===== config.mk =====
export PLATFORM = sky130hd
export DESIGN_NAME = fxr_resize
export DESIGN_NICKNAME = d
export VERILOG_FILES = /design/src/rtl/fxr_pkg.sv /design/src/rtl/fxr_round.sv /design/src/rtl/fxr_clamp.sv /design/src/rtl/fxr_resize.sv
export SDC_FILE = /design/constraint.sdc
export NUM_CORES = 1
export LEC_CHECK = 0
export BUFFER_PORTS_ARGS = -buffer_cell sky130_fd_sc_hd__clkbuf_2
export CAP_MARGIN = 20
export CORE_MARGIN = 8
export CORE_UTILIZATION = 40
export CTS_BUF_LIST = sky130_fd_sc_hd__clkbuf_8
export CTS_CLUSTER_SIZE = 20
export DETAILED_ROUTE_END_ITERATION = 10
export PLACE_DENSITY = 0.69
export SETUP_SLACK_MARGIN = 0.05
export SYNTH_ARGS = -nofsm -noshare
export SYNTH_HDL_FRONTEND = slang
export SYNTH_SLANG_ARGS = --single-unit

===== constraint.sdc =====
create_clock -name clk -period 5.1 [get_ports clk]
set_input_delay 1.02 -clock clk [delete_from_list [all_inputs] [get_ports clk]]
set_output_delay 1.02 -clock clk [all_outputs]
set_load 0.01 [all_outputs]

===== src/rtl/fxr_pkg.sv =====
// Shared mode encodings for the fixed-point resizer.
// Assumes: a single mode bit per decision, 0 selects the default behaviour.
package fxr_pkg;

    typedef enum logic {
        RND_NEAREST = 1'b0,
        RND_TRUNC   = 1'b1
    } rnd_mode_e;

    typedef enum logic {
        OVF_SAT  = 1'b0,
        OVF_WRAP = 1'b1
    } ovf_mode_e;

endpackage


===== src/rtl/fxr_round.sv =====
// Fraction stage: aligns the source word to OUT_FRAC fraction bits.
// Drops low bits with nearest-even or truncation, or pads with zeros.
// Assumes: IN_INT counts the sign bit. The result carries one guard
// integer bit so that a round-up of the largest value cannot wrap here.
module fxr_round
    import fxr_pkg::*;
#(
    parameter int IN_INT   = 8,
    parameter int IN_FRAC  = 8,
    parameter int OUT_FRAC = 4,
    localparam int IN_W    = IN_INT + IN_FRAC,
    localparam int MID_W   = IN_INT + 1 + OUT_FRAC
) (
    input  logic [IN_W-1:0]  din,
    input  rnd_mode_e        mode,
    output logic [MID_W-1:0] mid
);

    localparam int DROP = IN_FRAC - OUT_FRAC;

    generate
        if (DROP > 0) begin : g_drop
            localparam int KEEP_W = IN_W - DROP;
            logic [KEEP_W-1:0] kept;
            logic              guard;
            logic              sticky;
            logic              bump;

            assign kept  = din[IN_W-1:DROP];
            assign guard = din[DROP-1];

            if (DROP > 1) begin : g_sticky
                assign sticky = |din[DROP-2:0];
            end else begin : g_nosticky
                assign sticky = 1'b0;
            end

            // Increment when above half, or exactly half with an odd kept LSB.
            assign bump = (mode == RND_NEAREST) && guard && (sticky || kept[0]);

            // Sign-extend by one guard bit, then add the rounding increment.
            always_comb mid = {kept[KEEP_W-1], kept} + MID_W'(bump);
        end else begin : g_pad
            localparam int PAD = -DROP;
            if (PAD == 0) begin : g_same
                assign mid = {din[IN_W-1], din};
            end else begin : g_zero
                assign mid = {din[IN_W-1], din, {PAD{1'b0}}};
            end
        end
    endgenerate

endmodule


===== src/rtl/fxr_clamp.sv =====
// Integer stage: fits the aligned value into OUT_W bits.
// Detects overflow and either clamps to a rail or keeps the low bits.
// Assumes: mid is signed and already carries OUT_FRAC fraction bits.
module fxr_clamp
    import fxr_pkg::*;
#(
    parameter int MID_W = 13,
    parameter int OUT_W = 8
) (
    input  logic [MID_W-1:0] mid,
    input  ovf_mode_e        mode,
    output logic [OUT_W-1:0] res,
    output logic             ovf
);

    generate
        if (MID_W > OUT_W) begin : g_narrow
            localparam int HI_W = MID_W - OUT_W + 1;
            logic [HI_W-1:0]  top_bits;
            logic [OUT_W-1:0] rail;

            assign top_bits = mid[MID_W-1:OUT_W-1];

            // Value fits only if all dropped bits copy the new sign bit.
            assign ovf = !((&top_bits) || !(|top_bits));

            // Rail on the side of the true sign.
            assign rail = mid[MID_W-1] ? {1'b1, {(OUT_W-1){1'b0}}}
                                       : {1'b0, {(OUT_W-1){1'b1}}};

            assign res = (ovf && (mode == OVF_SAT)) ? rail : mid[OUT_W-1:0];
        end else begin : g_wide
            assign ovf = 1'b0;
            if (OUT_W == MID_W) begin : g_eq
                assign res = mid;
            end else begin : g_ext
                assign res = {{(OUT_W-MID_W){mid[MID_W-1]}}, mid};
            end
        end
    endgenerate

endmodule


===== src/rtl/fxr_resize.sv =====
// Top: signed fixed-point format converter with run-time rounding and
// overflow selection and an optional output register (REG_OUT).
// Assumes: integer widths include the sign bit; synchronous active-low reset.
module fxr_resize
    import fxr_pkg::*;
#(
    parameter int IN_INT   = 8,
    parameter int IN_FRAC  = 8,
    parameter int OUT_INT  = 4,
    parameter int OUT_FRAC = 4,
    parameter bit REG_OUT  = 1'b1,
    localparam int IN_W    = IN_INT + IN_FRAC,
    localparam int OUT_W   = OUT_INT + OUT_FRAC
) (
    input  logic             clk,
    input  logic             rst_n,
    input  logic [IN_W-1:0]  din_i,
    input  logic             rnd_trunc_i,
    input  logic             ovf_wrap_i,
    output logic [OUT_W-1:0] dout_o,
    output logic             ovf_o
);

    localparam int MID_W = IN_INT + 1 + OUT_FRAC;

    rnd_mode_e        rmode;
    ovf_mode_e        omode;
    logic [MID_W-1:0] mid;
    logic [OUT_W-1:0] res;
    logic             ovf;

    assign rmode = rnd_mode_e'(rnd_trunc_i);
    assign omode = ovf_mode_e'(ovf_wrap_i);

    fxr_round #(
        .IN_INT  (IN_INT),
        .IN_FRAC (IN_FRAC),
        .OUT_FRAC(OUT_FRAC)
    ) u_round (
        .din (din_i),
        .mode(rmode),
        .mid (mid)
    );

    fxr_clamp #(
        .MID_W(MID_W),
        .OUT_W(OUT_W)
    ) u_clamp (
        .mid (mid),
        .mode(omode),
        .res (res),
        .ovf (ovf)
    );

    generate
        if (REG_OUT) begin : g_reg
            logic [OUT_W-1:0] dout_q;
            logic             ovf_q;

            // Capture the converted word and its flag once per clock.
            always_ff @(posedge clk) begin
                if (!rst_n) begin
                    dout_q <= '0;
                    ovf_q  <= 1'b0;
                end else begin
                    dout_q <= res;
                    ovf_q  <= ovf;
                end
            end

            assign dout_o = dout_q;
            assign ovf_o  = ovf_q;
        end else begin : g_comb
            assign dout_o = res;
            assign ovf_o  = ovf;
        end
    endgenerate

endmodule


# After elaboration in Yosys (flattened, before gate mapping)
# Cells that the tools add are included.
[word_totals]
inputBits = 20
wordCells = 17
out_inout_bits = 9
regBits = 9
[classes]
reduce_logical = 10
n_addsub = 1
bitwise = 2
n_mux = 2
[ops]
columns = ["cell", "count"]
rows = [
  ["$mux 8", 2],
  ["$add 12x2->13", 1],
  ["$reduce_and 6->1", 1],
  ["$reduce_or 6->1", 1],
  ["$logic_and 1x1->1", 3],
  ["$reduce_or 3->1", 1],
  ["$logic_not 1->1", 2],
  ["$logic_or 1x1->1", 2],
  ["$not 1->1", 2],
]

# Logic depth before layout (Yosys ltp)
# Gate-level depths: netlist of the first run.
[logic_depth]
word_depth = 10
mapped_depth = 9
ltp_nobuf = 9

# Hierarchy
# Synthesis of the first run repeated with hierarchy kept, for this count alone.
[hier_totals]
cells_unflattened = 77
area_unflattened_um2 = 626.9
[modules_own_cells]
columns = ["module", "seq_area_each_um2", "instances", "cells_per_inst", "area_per_inst_um2"]
rows = [
  ["fxr_round", 0.0, 1, 36, 246.5],
  ["fxr_resize", 180.2, 1, 18, 236.5],
  ["fxr_clamp", 0.0, 1, 23, 143.9],
]

# Worst setup path after synthesis of the first run
# OpenSTA, ideal clock, no wires.
[synth_timing]
kind = "input to register"
startpoint = "input port rnd_trunc_i"
endpoint = "register g_reg.dout_q[0], in the netlist dout_o[0]"
path_buffers = 0
path_slack_ns = 2.322
arrival_ns = 2.719
required_time_ns = 5.041
path_stages = 9
setup_ns = 0.059
path_cell_list = "nand3b_4 inv_1 ha_1 and2b_2 o31ai_1 o311a_4 nor3_4 a211oi_2 o21ba_1"
[synth_between]
elab_chain_cells = 10
elab_cells_between_ends = 12
classes_between = "1 x add/sub; 2 x mux; 1 x bitwise; 8 x reduce/logical"
[synth_lines]
columns = ["item", "line_no", "text"]
rows = [
  ["start, declared", "fxr_resize.sv:18", "input logic rnd_trunc_i,"],
  ["$not 1->1 *", "fxr_round.sv:39", "assign bump = (mode == RND_NEAREST) && guard && (sticky || kept[0]);"],
  ["$logic_and 1x1->1 * (2 in series)", "fxr_round.sv:39", ""],
  ["$add 12x2->13 *", "fxr_round.sv:42", "always_comb mid = {kept[KEEP_W-1], kept} + MID_W'(bump);"],
  ["$reduce_or 6->1", "fxr_clamp.sv:25", "assign ovf = !((&top_bits) || !(|top_bits));"],
  ["$logic_not 1->1", "fxr_clamp.sv:25", ""],
  ["$logic_or 1x1->1", "fxr_clamp.sv:25", ""],
  ["$logic_not 1->1", "fxr_clamp.sv:25", ""],
  ["$logic_and 1x1->1", "fxr_clamp.sv:31", "assign res = (ovf && (mode == OVF_SAT)) ? rail : mid[OUT_W-1:0];"],
  ["$mux 8 *", "fxr_clamp.sv:31", ""],
  ["end signal, assigned", "fxr_resize.sv:66", "dout_q <= res;"],
  ["end, declared", "fxr_resize.sv:57", "logic [OUT_W-1:0] dout_q;"],
]
# Every way passes the cells marked *; elsewhere a longest branch is shown, timed or not.
# A chain may end at the register's enable or synchronous reset.

# Final worst setup path of the first run
[layout_timing]
startpoint = "input port rnd_trunc_i"
endpoint = "register g_reg.dout_q[3], in the netlist dout_o[3]"
# The elaborated chain is that of the path after synthesis.

==> results.toml, run 1 <==
[outcome]
status = "finished, final reports clean"

[worst_setup_path]
critical_path.max_stage_delay_ps = 470
crit_chain = "clkbuf_2, nand3b_4, inv_1, ha_1, and2b_2, o31ai_1, o311a_4, nor3_4, a211oi_2, o21ba_1"
worst-endpoint-arrival_ps = 3040
cp-start-kind = "primary input"
worst_ep_required_time_ps = 5270
criticalPathCategory = "in2reg"
maximum_fanout_encountered_on_the_critical_timing_path = 7
worstSetupEndpointType = "flop"
cp_slowest_cell = "a211oi_2"

[drt]
antenna_violating_nets_left = 0
remaining_drc_errors = 0
wirelength_mm = 1.65
detail_route.first_pass.iterations = 2
routedWlPerCell_um = 13.3
detailedRoute.firstIterationViolations = 8
vias = 648
drt-vias-per-instance = 5.23

[yosys]
synth_warnings = 0
synthesis.nets = 96
number_of_different_library_cells_in_the_post_synthesis_netlist = 35
ys_async_rst_share_pct = 0
primary_ff_master_synth = "dfxtp_1"
synth-edff-count = 0
postSynthAreaPerCell_um2 = 9.04
yosys_register_bits = 9
synth-seq-area-share_pct = 26.6
syn_inst = 75
synth.cell_area_um2 = 678

[clocking]
tritoncts = "built"
post-cts-setup-buffers = 0
clk_pin_slew_worst_paths_ps = 40
htreeDepth = 1
cts.path.max_buffers = 2
tritoncts.num_buffers = 3
cts.sinks = 9
post_cts_resize_count = 0
cts-hold-fix-buffers = 0
cts_root_buffer = "clkbuf_8"

[power_and_ir_drop]
power.static_leakage_nw = 0.442
power_density_nw_per_um2 = 229
irDropWorstVdd_uv = 141

[floorplanning]
floorplan.rows = 15
die-area_um2 = 3270
core-area_um2 = 1650
boundaryPins = 29
die_x_um = 57.2
die_h_um = 57.2
floorplan.initialDensity_pct = 41.1

[cells_and_area]
layout.filler_cells = 159
layout-drive-gt1-share_pct = 41.1
n_antenna_cell = 0
area_delta_synth_final_pct = 30.4
nets = 129

[global_route]
first_global_vias = 713
initial_antenna_violation_count = 0
grt.overflow.total = 0
grt_pass1_wl_mm = 2.95
maximum_number_of_pins_on_one_net_before_global_route_repair = 9
grtUsageTotal_pct = 11.0

[timing]
crit_path_time_final_ps = 2860
max_clock_freq_mhz = 349
rsz0062_at_grt = "no"
hold_viol_final = 0
hold_slack_ps = 1040
slew_at_the_pin_closest_to_its_max_slew_limit_ps = 502
slew_viols_final = 0
final-setup-viol-count = 0
timing.setup.tns_ps = 0
fin_crit_sh_pct = 56.1
relSlewSlack_pct = 66.5

[placement]
port_buffers = 28
place_congestion = 0.819
dp_hpwl_mm = 1.41

[min_path]
min_path_cells = 3
hold_path.startpoint = "rst_n"
worstHoldEndpoint = "ovf_o"
hold_class = "in2reg"

[run]
timing.max_cap.violations = 0
## power breakdown
part           internal [mW]  switching (mW)  total [mW]
clock                 0.0522          0.0259      0.0781
combinational         0.0220          0.0255      0.0475
sequential            0.0761         0.00115      0.0772
## routing by layer
metal	vias to the layer above	track usage, %	share of wire (%)
met1	289	10.5	41
met5	-	0	0
met2	17	19.7	50
li1	338	-	-
met3	4	4.66	6.2
met4	0	5.37	2.3
## critical path: cells and delay by family
| kind | cells | cell delay (ps) |
|---|---|---|
| buffers and inverters | 2 | 130 |
| and+or+nand+nor | 3 | 430 |
| AOI/OAI and AO/OA | 4 | 1190 |
| adders and majority gates | 1 | 270 |
## cell usage after synthesis, types with 2 or more instances
| library cell | count | area [um2] |
|---|---|---|
| dfxtp_1 | 9 | 180 |
| nand2_1 | 9 | 33.8 |
| o21ba_1 | 7 | 70.1 |
| nor2_1 | 4 | 15.0 |
| nor3_1 | 4 | 20.0 |
| xor2_1 | 4 | 35.0 |
| inv_1 | 3 | 11.3 |
| and2b_2 | 2 | 17.5 |
| nand3_1 | 2 | 10.0 |
| nand4_1 | 2 | 12.5 |
| o21ai_0 | 2 | 10.0 |
| o21ai_1 | 2 | 10.0 |
| or3_1 | 2 | 12.5 |
| xnor2_1 | 2 | 17.5 |
## stage by stage
step | power [mW] | cells | setup WS [ps] | util [%] | area [um2]
CTS | 0.207 | 124 | 2210 | 53.6 | 885
finish | 0.203 | 124 | 2240 | 53.6 | 885
floorplan | 0.104 | 75 | 2320 | - | 678
detailed placement | 0.127 | 120 | 1970 | 50.8 | 840
global route | 0.216 | 124 | 2020 | 53.6 | 885
global placement | 0.125 | 120 | 2070 | 50.8 | 840
## flip-flops by register name (all words and copies together), names as in the netlist
register  count
ovf_o         1
dout_o        8
## placed cells by master, fill, tap and decap left out, types with 2 or more instances in the layout
cell and instances:
and2b_2 2, clkbuf_2 28, clkbuf_8 3, dfxtp_1 9
inv_1 4, nand2_1 9, nand3_1 2, nand4_1 2
nor2_1 4, nor3_1 4, o21ai_0 2, o21ai_1 2
o21ba_1 7, or3_1 2, xnor2_1 2, xor2_1 4
## cells by family after synthesis
| family | count (synthesis) | share of synthesized area, % |
|---|---|---|
| XOR/XNOR | 7 | 10.1 |
| adder cells (fa/ha/maj) | 1 | 1.84 |
| AND/OR/NAND/NOR | 33 | 30.3 |
| buffers and inverters | 3 | 1.66 |
| AO/OA/AOI/OAI | 22 | 29.5 |
| flip-flops | 9 | 26.6 |
## cell type report
cell class	count	area, um2	share of cell area, %
clock buffer	3	41.3	4.67
clock inverter	1	3.75	0.424
inverter	3	11.3	1.27
multi-input combinational	63	487	55.0
sequential	9	180	20.4
tap	17	21.3	2.40
timing repair buffer	28	140	15.8
## worst max-delay path by stage
stage                     start        end  slack, ps
global placement    rnd_trunc_i  dout_o[2]       2070
floorplan           rnd_trunc_i  dout_o[0]       2320
CTS                 rnd_trunc_i  dout_o[3]       2210
finish              rnd_trunc_i  dout_o[3]       2240
detailed placement  rnd_trunc_i  dout_o[3]       1970
global route        rnd_trunc_i  dout_o[0]       2020
Note: power is estimated with default switching activity, not from simulation.
==> run 2, diff against run 1 <==
==> constraint.sdc (replaced) <==
create_clock -name clk -period 2.91 [get_ports clk]
set_input_delay 0.582 -clock clk [delete_from_list [all_inputs] [get_ports clk]]
set_output_delay 0.582 -clock clk [all_outputs]
set_load 0.01 [all_outputs]
==> run 2 against run 1 <==
Compared with the run above: die area did not move; non-clock buffer count did not move; worst setup slack got worse by 1700 ps; count of clock-buffer cells in the layout did not move; critical path depth did not move; design area did not move; sequential power rose by 75%; global-route usage barely moved; core utilization did not move; total power rose by 77%; critical path type unchanged; largest cell class unchanged; highest routed layer unchanged.
==> results.toml, run 2 (synthesis results as in run 1) <==
[timing]
max_clock_freq_mhz = 414
fin_crit_sh_pct = 83.0
hold_viol_final = 0
slew_at_the_pin_closest_to_its_max_slew_limit_ps = 489
relSlewSlack_pct = 67.4
final_worst_path_setup_slack_ps = 496
slew_viols_final = 0
rsz0062_at_grt = "no"
timing.setup.tns_ps = 0
final-setup-viol-count = 0
crit_path_time_final_ps = 2410

[clocking]
post-cts-setup-buffers = 0
cts_root_buffer = "clkbuf_8"
cts.path.max_buffers = 2
clk_pin_slew_worst_paths_ps = 40
tritoncts.num_buffers = 3
cts.sinks = 9
cts-hold-fix-buffers = 0
post_cts_resize_count = 0
htreeDepth = 1
tritoncts = "built"

[drt]
detail_route.first_pass.iterations = 4
wirelength_mm = 1.68
detailedRoute.firstIterationViolations = 2
routed_metal_1_wire_length_um = 696
routedWlPerCell_um = 13.5
remaining_drc_errors = 0
topRoutingLayerUsed = "met4"
antenna_violating_nets_left = 0
drt-vias-per-instance = 5.48
vias = 679
met2_wirelength_um = 855
wire_length_on_met3_um = 100

[worst_setup_path]
worst-endpoint-arrival_ps = 2590
cp-start-kind = "primary input"
maximum_fanout_encountered_on_the_critical_timing_path = 7
criticalPathCategory = "in2reg"
cp-endpoint = "dout_o[3]"
worstSetupEndpointType = "flop"
crit_start = "rnd_trunc_i"
worst_ep_required_time_ps = 3090

[cells_and_area]
largest_reg_flops = 8
filler_free_cell_count_of_the_finished_design = 124
area_delta_synth_final_pct = 30.4
nets = 129
n_antenna_cell = 0
most_common_cell_after_layout_fill_and_taps_aside = "clkbuf_2"
layout_common_cells = "clkbuf_2, nand2_1, dfxtp_1, o21ba_1"
layout-drive-gt1-share_pct = 41.1

[run]
timing.max_cap.violations = 0

[floorplanning]
boundaryPins = 29
floorplan.initialDensity_pct = 41.1
die_x_um = 57.2
die_h_um = 57.2
core-area_um2 = 1650
die-area_um2 = 3270
floorplan.rows = 15

[global_route]
grtUsageTotal_pct = 11.0
initial_antenna_violation_count = 0
maximum_number_of_pins_on_one_net_before_global_route_repair = 9
first_global_vias = 710
grt_pass1_wl_mm = 2.96
grt.overflow.total = 0

[outcome]
status = "finished, final reports clean"

[placement]
place_congestion = 0.819
port_buffers = 28
dp_hpwl_mm = 1.38
pre_cts_slack_ps = 209
dp.cells = 120

[power_and_ir_drop]
power.internal_mw = 0.264
share_comb_of_total_power_pct = 23.2
power.static_leakage_nw = 0.442
p_total_mw = 0.359
power_frac_seq_pct = 37.7
switching_power_mw = 0.0953
p_clk_share_pct = 39.1
power_density_nw_per_um2 = 406
p_sw_share_pct = 26.6
irDropWorstVdd_uv = 219

[min_path]
hold_class = "in2reg"
==> run 2: cell counts in the layout (fill, tap and decap cells not counted) <==
No cell type changed its count.
==> run 2: cell type report <==
class | instances | area [um2]
fill | 160 | 767
multi-input combinational | 63 | 487
sequential | 9 | 180
timing repair buffer | 28 | 140
clock buffer | 3 | 41.3
tap | 17 | 21.3
inverter | 3 | 11.3
clock inverter | 1 | 3.75
==> run 2: worst min-delay path by stage <==
stage                      from         to  slack (ps)  cells after the start
after global routing      rst_n  dout_o[7]         620                      3
after detailed placement  rst_n  dout_o[7]         840                      3
after global placement    rst_n  dout_o[7]         840                      3
after floorplan           rst_n  dout_o[7]         710                      2
final                     rst_n      ovf_o         610                      3
after CTS                 rst_n      ovf_o         600                      3
==> run 2: critical path, cell delays in order <==
cell and delay, ps:
clkbuf_2 80, nand3b_4 150, inv_1 50, ha_1 270, and2b_2 230, o31ai_1 260
o311a_4 250, nor3_4 50, a211oi_2 460, o21ba_1 210
==> run 2: power by group through the flow <==
stage                     Sequential, mW  Combinational [mW]  Clock (mW)
final                              0.135              0.0832       0.140
after CTS                          0.136              0.0843       0.144
after floorplan                    0.143              0.0392           0
after global placement             0.137              0.0823           0
after detailed placement           0.138              0.0839           0
after global routing               0.137              0.0921       0.151
==> run 2: routing by layer <==
layer	GRT usage, %	vias to the layer above
li1	-	341
met3	4.88	4
met1	10.8	315
met2	19.4	19
met4	5.03	0
met5	0	-
==> run 2: per-stage QoR <==
stage / instance area, um2 / hold WS [ps] / util [%]
2_1_floorplan: 678 / 714 / -
3_3_place_gp: 840 / 841 / 50.8
3_5_place_dp: 840 / 841 / 50.8
4_1_cts: 885 / 597 / 53.6
5_1_grt: 885 / 622 / 53.6
6_report: 885 / 606 / 53.6
